### config.mk
export PLATFORM = sky130hd
export DESIGN_NAME = touch_prefetch_buf
export DESIGN_NICKNAME = d
export VERILOG_FILES = /design/src/rtl/touch_prefetch_buf.sv
export SDC_FILE = /design/constraint.sdc
export NUM_CORES = 1
export LEC_CHECK = 0
export BUFFER_PORTS_ARGS = -buffer_cell sky130_fd_sc_hd__buf_4
export CELL_PAD_IN_SITES_DETAIL_PLACEMENT = 1
export CELL_PAD_IN_SITES_GLOBAL_PLACEMENT = 2
export CORE_ASPECT_RATIO = 0.8
export CORE_MARGIN = 2
export CORE_UTILIZATION = 22
export CTS_CLUSTER_DIAMETER = 150
export CTS_CLUSTER_SIZE = 40
export DETAILED_ROUTE_END_ITERATION = 7
export HOLD_SLACK_MARGIN = 0.03
export PLACE_DENSITY_LB_ADDON = 0.1
export SYNTH_ARGS = -nofsm -noshare
export SYNTH_HDL_FRONTEND = slang
export SYNTH_SLANG_ARGS = --single-unit
### constraint.sdc
create_clock -name clk -period 3.6 [get_ports clk]
set_clock_uncertainty 0.2 [all_clocks]
set_input_delay 0.18 -clock clk [delete_from_list [all_inputs] [get_ports clk]]
set_output_delay 0.18 -clock clk [all_outputs]
set_load 0.005 [all_outputs]
### src/rtl/touch_prefetch_buf.sv
`timescale 1ns/1ps
module touch_prefetch_buf #(
  parameter int ADDR_W     = 32,
  parameter int WORD_BYTES = 4,
  parameter int LINE_WORDS = 8
) (
  input  logic              clk,
  input  logic              rst_n,
  input  logic              touch_req,
  input  logic [ADDR_W-1:0] touch_addr,
  input  logic              xlat_hit,
  input  logic              load_ok,
  input  logic              guarded,
  input  logic              cache_locked,
  input  logic              cache_disabled,
  input  logic              cmo_req,
  input  logic              zero_req,
  input  logic [ADDR_W-1:0] zero_addr,
  input  logic              moved,
  input  logic              fill_beat,
  output logic              fetch_req,
  output logic [ADDR_W-1:0] fetch_addr,
  output logic              buf_valid,
  output logic [ADDR_W-1:0] buf_addr,
  output logic              lru_upd
);
  localparam int OFF_W = $clog2(WORD_BYTES * LINE_WORDS);
  localparam int LA_W  = ADDR_W - OFF_W;
  localparam int CNT_W = (LINE_WORDS > 1) ? $clog2(LINE_WORDS) : 1;

  logic [LA_W-1:0]  line_q;
  logic [CNT_W-1:0] beats_q;
  logic             pend_q, valid_q, req_q, lru_q;

  wire touch_ok  = touch_req & xlat_hit & load_ok & ~guarded & ~cache_locked & ~cache_disabled;
  wire held      = valid_q | pend_q;
  wire zero_hit  = zero_req & held & (zero_addr[ADDR_W-1:OFF_W] == line_q);
  wire kill      = cmo_req | zero_hit | (moved & valid_q);
  wire last_beat = beats_q == CNT_W'(LINE_WORDS - 1);

  always_ff @(posedge clk) begin
    if (!rst_n) begin
      line_q  <= '0;
      beats_q <= '0;
      pend_q  <= 1'b0;
      valid_q <= 1'b0;
      req_q   <= 1'b0;
      lru_q   <= 1'b0;
    end else begin
      req_q <= touch_ok;
      lru_q <= 1'b0;
      if (touch_req) begin
        valid_q <= 1'b0;
        pend_q  <= touch_ok;
        beats_q <= '0;
        if (touch_ok) line_q <= touch_addr[ADDR_W-1:OFF_W];
      end else if (kill) begin
        valid_q <= 1'b0;
        pend_q  <= 1'b0;
      end else if (pend_q && fill_beat) begin
        beats_q <= beats_q + 1'b1;
        if (last_beat) begin
          pend_q  <= 1'b0;
          valid_q <= 1'b1;
          lru_q   <= 1'b1;
        end
      end
    end
  end

  assign fetch_req  = req_q;
  assign fetch_addr = {line_q, {OFF_W{1'b0}}};
  assign buf_valid  = valid_q;
  assign buf_addr   = {line_q, {OFF_W{1'b0}}};
  assign lru_upd    = lru_q;
endmodule

After elaboration in Yosys (flattened, before gate mapping) --
Index checks and enable logic that the tools add are counted.
Word-level totals: flip-flop bits (word level) 34, output and inout port bits 67, word-level logic and storage cells 41
Operators by class: add/sub/neg operators 1, equality and inequality tests 2, muxes and demuxes 5, bitwise logic cells 17, reduce and logical (&&, ||, !) cells 10
Operators by type and width (number):
- equality test 27 bit | 1
- bitwise AND 1 bit | 8
- AND reduction 2 bit | 4
- inverter 1 bit | 6
- nonzero test 3 bit | 2
- 2-to-1 mux 1 bit | 5
- OR reduction 4 bit | 1
- adder 3 x 1 -> 3 bit (second input constant) | 1
- equality test 3 bit (second input constant) | 1
- bitwise OR 1 bit | 3
- OR reduction 3 bit | 1
- OR reduction 2 bit | 1
- logical AND 1 bit | 1

Logic depth before layout (Yosys ltp) --
depth in word-level cells 7, mapped depth 6, mapped depth without buffers 5

Worst setup path after synthesis --
No wires, ideal clock.
path kind register to register, start point register line_q[13], end point register pend_q, arrival time 1557 ps, slack 1727 ps, cell stages (with the launch flop) 6, path buffers 0, clock period less this slack 1873 ps, cells stage by stage dfxtp_1 xor2_1 or4_1 nor3_2 a21oi_1 a31o_1
On the way: longest elaborated chain between the ends 6, elaborated cells between the ends (all ways) 9
RTL lines:
- start: declaration | line 31 | logic [LA_W-1:0] line_q;
- start signal: assignment | line 56 | if (touch_ok) line_q <= touch_addr[ADDR_W-1:OFF_W];
- equality test 27 bit * | line 37 | wire zero_hit = zero_req & held & (zero_addr[ADDR_W-1:OFF_W] == line_q);
- bitwise AND 1 bit * | line 37
- bitwise OR 1 bit * (2 in series) | line 38 | wire kill = cmo_req | zero_hit | (moved & valid_q);
- nonzero test 3 bit (no source line) or 2-to-1 mux 1 bit (tied branches)
- AND reduction 2 bit (no source line) or 2-to-1 mux 1 bit (tied branches)
- end signal: assignment | line 54 | pend_q <= touch_ok;
- end: declaration | line 33 | logic pend_q, valid_q, req_q, lru_q;
Mark *: on every way between the ends. The rest lies on a longest branch, timed or not. A chain may end at the register's enable or synchronous reset.

Final worst setup path --
start point register line_q[9], end point register lru_q, in the netlist lru_upd
On the way: longest elaborated chain between the ends 5
RTL lines:
- equality test 27 bit | line 37
- bitwise AND 1 bit | line 37
- bitwise OR 1 bit (2 in series) | line 38
- OR reduction 4 bit (no source line)
- end signal: assignment | line 48 | lru_q <= 1'b0;
- end signal: assignment | line 51 | lru_q <= 1'b0;
- end signal: assignment | line 65 | lru_q <= 1'b1;
- end: declaration | line 33
Every way passes these cells.

==> results.tsv <==
stage	metric	value	unit
sta	Setup TNS	0	ps
setup_path	crit-path cells	xor2_1 -> or4_1 -> nor3_2 -> a21oi_1 -> and4_1	
sta	Final setup viols	0	
cts	TritonCTS Sinks	34	
yosys	post-synthesis adder-cell area fraction	1.328	%
floorplan	Die ar.	9326	um^2
global_route	largest net degree at the start of global routing	30	
final_layout	Fillers	1046	
floorplan	area of the core	8408	um^2
setup_path	critical path's largest stage delay	550	ps
floorplan	Die Width	107.5	um
sta	period utilisation layout	60.40	%
cts	H-Tree Level Count	2	
final_layout	share of cells above drive strength 1	38.33	%
place	Port-buffer cells	122	
drt	wire per inst	13.70	um
drt	Iter 0 DRT Violations	43	
cts	clock buffer depth	2	
place	detailed placer's ending HPWL	4.691	mm
yosys	Synth Instances	224	
drt	Routed Wire Length	6.288	mm
final_layout	Util after Layout	36.12	%
job	max cap viols	0	
pwr	Pwr Density	253.7	nW/um^2
setup_path	Setup CP Type	reg -> reg	
global_route	vias in the first global route	1837	
global_route	first-pass GRT wire length	9.501	mm
yosys	Compound-Gate Fraction of Synth Area	12.55	%
cts	post-cts resize count	0	
setup_path	slowest cell on the critical path	or4_1	
yosys	sequential area share after synthesis	36.12	%
yosys	Synth Flop Type	dfxtp_1	
cts	Post-CTS Setup Bufs	0	
setup_path	CP Launch Type	flip-flop	
pwr	maximum VDD drop	99.43	uV
setup_path	cell family with most CP delay	simple AND/OR/NAND/NOR gates	
yosys	Yosys top cell area share	36.12	%
yosys	yosys warns	0	
drt	Post-DRT Antenna Nets	0	
floorplan	Initial Util	22.41	%
floorplan	die height	86.78	um
setup_path	CP Capture Type	flip-flop	
drt	DRC	0	
final_layout	Layout Nets	425	
yosys	post-synthesis mux area share	1.594	%
final_layout	Area Growth Syn to Fin	61.16	%
global_route	initial antenna violation count	0	
sta	fin. max-slew vios	0	
drt	vias	1870	
setup_path	Worst EP required	3580	ps
final_layout	commonest non-fill, non-tap cell in the layout	buf_4	
setup_path	CP bufs+invs	0	
sta	fin crit period	2174	ps
global_route	GRT Overall Usage	13.31	%
yosys	Avg Inst Size Synth	8.412	um^2
pwr	Static Leak	1.295	nW
cts	CTS tree	done	
yosys	Post-synth EDFFs	0	
floorplan	# rows	30	
yosys	Unique masters post-synth	29	
setup_path	CP Max Fanout	4	
yosys	Synth Area in XOR/XNOR	12.55	%
cts	clk_lat worst skew	280	ps
worst_hold_path	min-delay worst type	in -> reg	
sta	final hold vios	0	
yosys	top post-synthesis cells by area	dfxtp_1 36%, buf_4 15%, nand2_1 12%	
final_layout	commonest cells after routing, fill and taps aside	124 x buf_4, 61 x nand2_1, 34 x dfxtp_1	
sta	Least-Margin Pin Slew	647.7	ps
floorplan	Ports	143	
sta	Max Fclk	0.4599	GHz
sta	slew margin rel.	56.42	%
yosys	simple-gate area share of the yosys netlist	19.12	%
yosys	largest family of logic cells by synthesized area	simple AND/OR/NAND/NOR gates	
sta	WHS	98.00	ps
yosys	Post-synth ARST share	0	%
place	RD Place Congestion	0.6465	
final_layout	n_diodes	0	
global_route	GR Overflow Total	0	
yosys	Yosys reg bits	34	
cts	clock-pin slew on the worst setup and hold paths	70	ps
outcome	outcome	finished, final reports clean	
yosys	mapped cell area	1884	um^2
drt	TritonRoute pass-1 iters	4	
cts	CTS root buffer	clkbuf_8	
drt	Via density	4.074	
cts	Inserted Clock Buffers	5	
sta	RSZ-0062 raised after global routing	no	
yosys	post-synth top area cell	dfxtp_1	
setup_path	CP arrival	2150	ps
-- power by group --
group | internal, W | switching, W | total [W]
Combinational | 0.0000868 | 0.0000390 | 0.000126
Sequential | 0.000378 | 0.00000306 | 0.000381
Clock | 0.000130 | 0.000133 | 0.000263
Total | 0.000595 | 0.000175 | 0.000770
-- synth_stat cells, types with 2 or more instances --
| cell type | n |
|---|---|
| clkbuf_1 | 5 |
| nand2_1 | 61 |
| xnor2_1 | 24 |
| buf_4 | 37 |
| xor2_1 | 3 |
| nand4_1 | 6 |
| buf_2 | 3 |
| nor2b_1 | 2 |
| dfxtp_1 | 34 |
| a21boi_0 | 27 |
| ha_1 | 2 |
| mux2i_1 | 3 |
-- worst register-to-register path: cells and delay by family, from the launching register on --
family,cells,cell delay [ps]
compound gates,1,170
flops,1,380
simple gates,3,1130
xor+xnor,1,180
-- final timing paths --
path / from / end / slack (ps) / cells after the start
min: touch_req / beats_q[1] / 100 / 4
min reg2reg: beats_q[1] / beats_q[1] / 260 / 2
max reg2reg: line_q[9] / lru_upd / 1430 / 5
max: line_q[9] / lru_upd / 1430 / 5
-- registers in the layout (all words and copies together), names as in the netlist --
name and flops:
line_q 27, fetch_req 1, pend_q 1, beats_q 3
lru_upd 1, buf_valid 1
-- timing repair --
item,in CTS,in global routing
hold endpoints to repair,30,0
hold buffers,28,0
setup endpoints to repair,0,0
-- cell type report --
class / instances / area, um^2 / share of cell area (%)
clock buffers: 5 / 68.82 / 2.266
clock inverters: 2 / 10.01 / 0.3296
well taps: 112 / 140.1 / 4.615
repair buffers: 152 / 1211 / 39.88
multi-input cells: 154 / 925.9 / 30.49
flip-flops and latches: 34 / 680.7 / 22.41
-- cells by family (layout without fill, tap and decap cells) --
group,Yosys count,after routing
multiplexers,3,3
adder cells (fa/ha/maj),2,2
AO/OA/AOI/OAI,32,32
XOR/XNOR,27,27
AND/OR/NAND/NOR,80,80
buffers and inverters,45,159
flip-flops,34,34
other,1,10
-- per-layer routing --
layer	vias to the layer above	track usage, %	part of all wire, %	wire (um)
li1	926	-	-	-
met1	855	18.41	46	2895
met2	87	20.02	43	2716
met3	2	4.511	10	646
met4	0	3.147	0.46	29
met5	-	0	0	0
-- metrics by stage --
step                instances  cell area (um^2)  power [W]  worst slack [ps]
detailed placement        424              2678  0.0004925              1397
finish                    459              3037  0.0007703              1426
CTS                       459              3037  0.0007938              1461
global route              459              3037  0.0008164              1327
global placement          424              2678  0.0004921              1383
floorplan                 233              1918  0.0004316              1727
No activity file was read; power rests on OpenSTA's default activity.
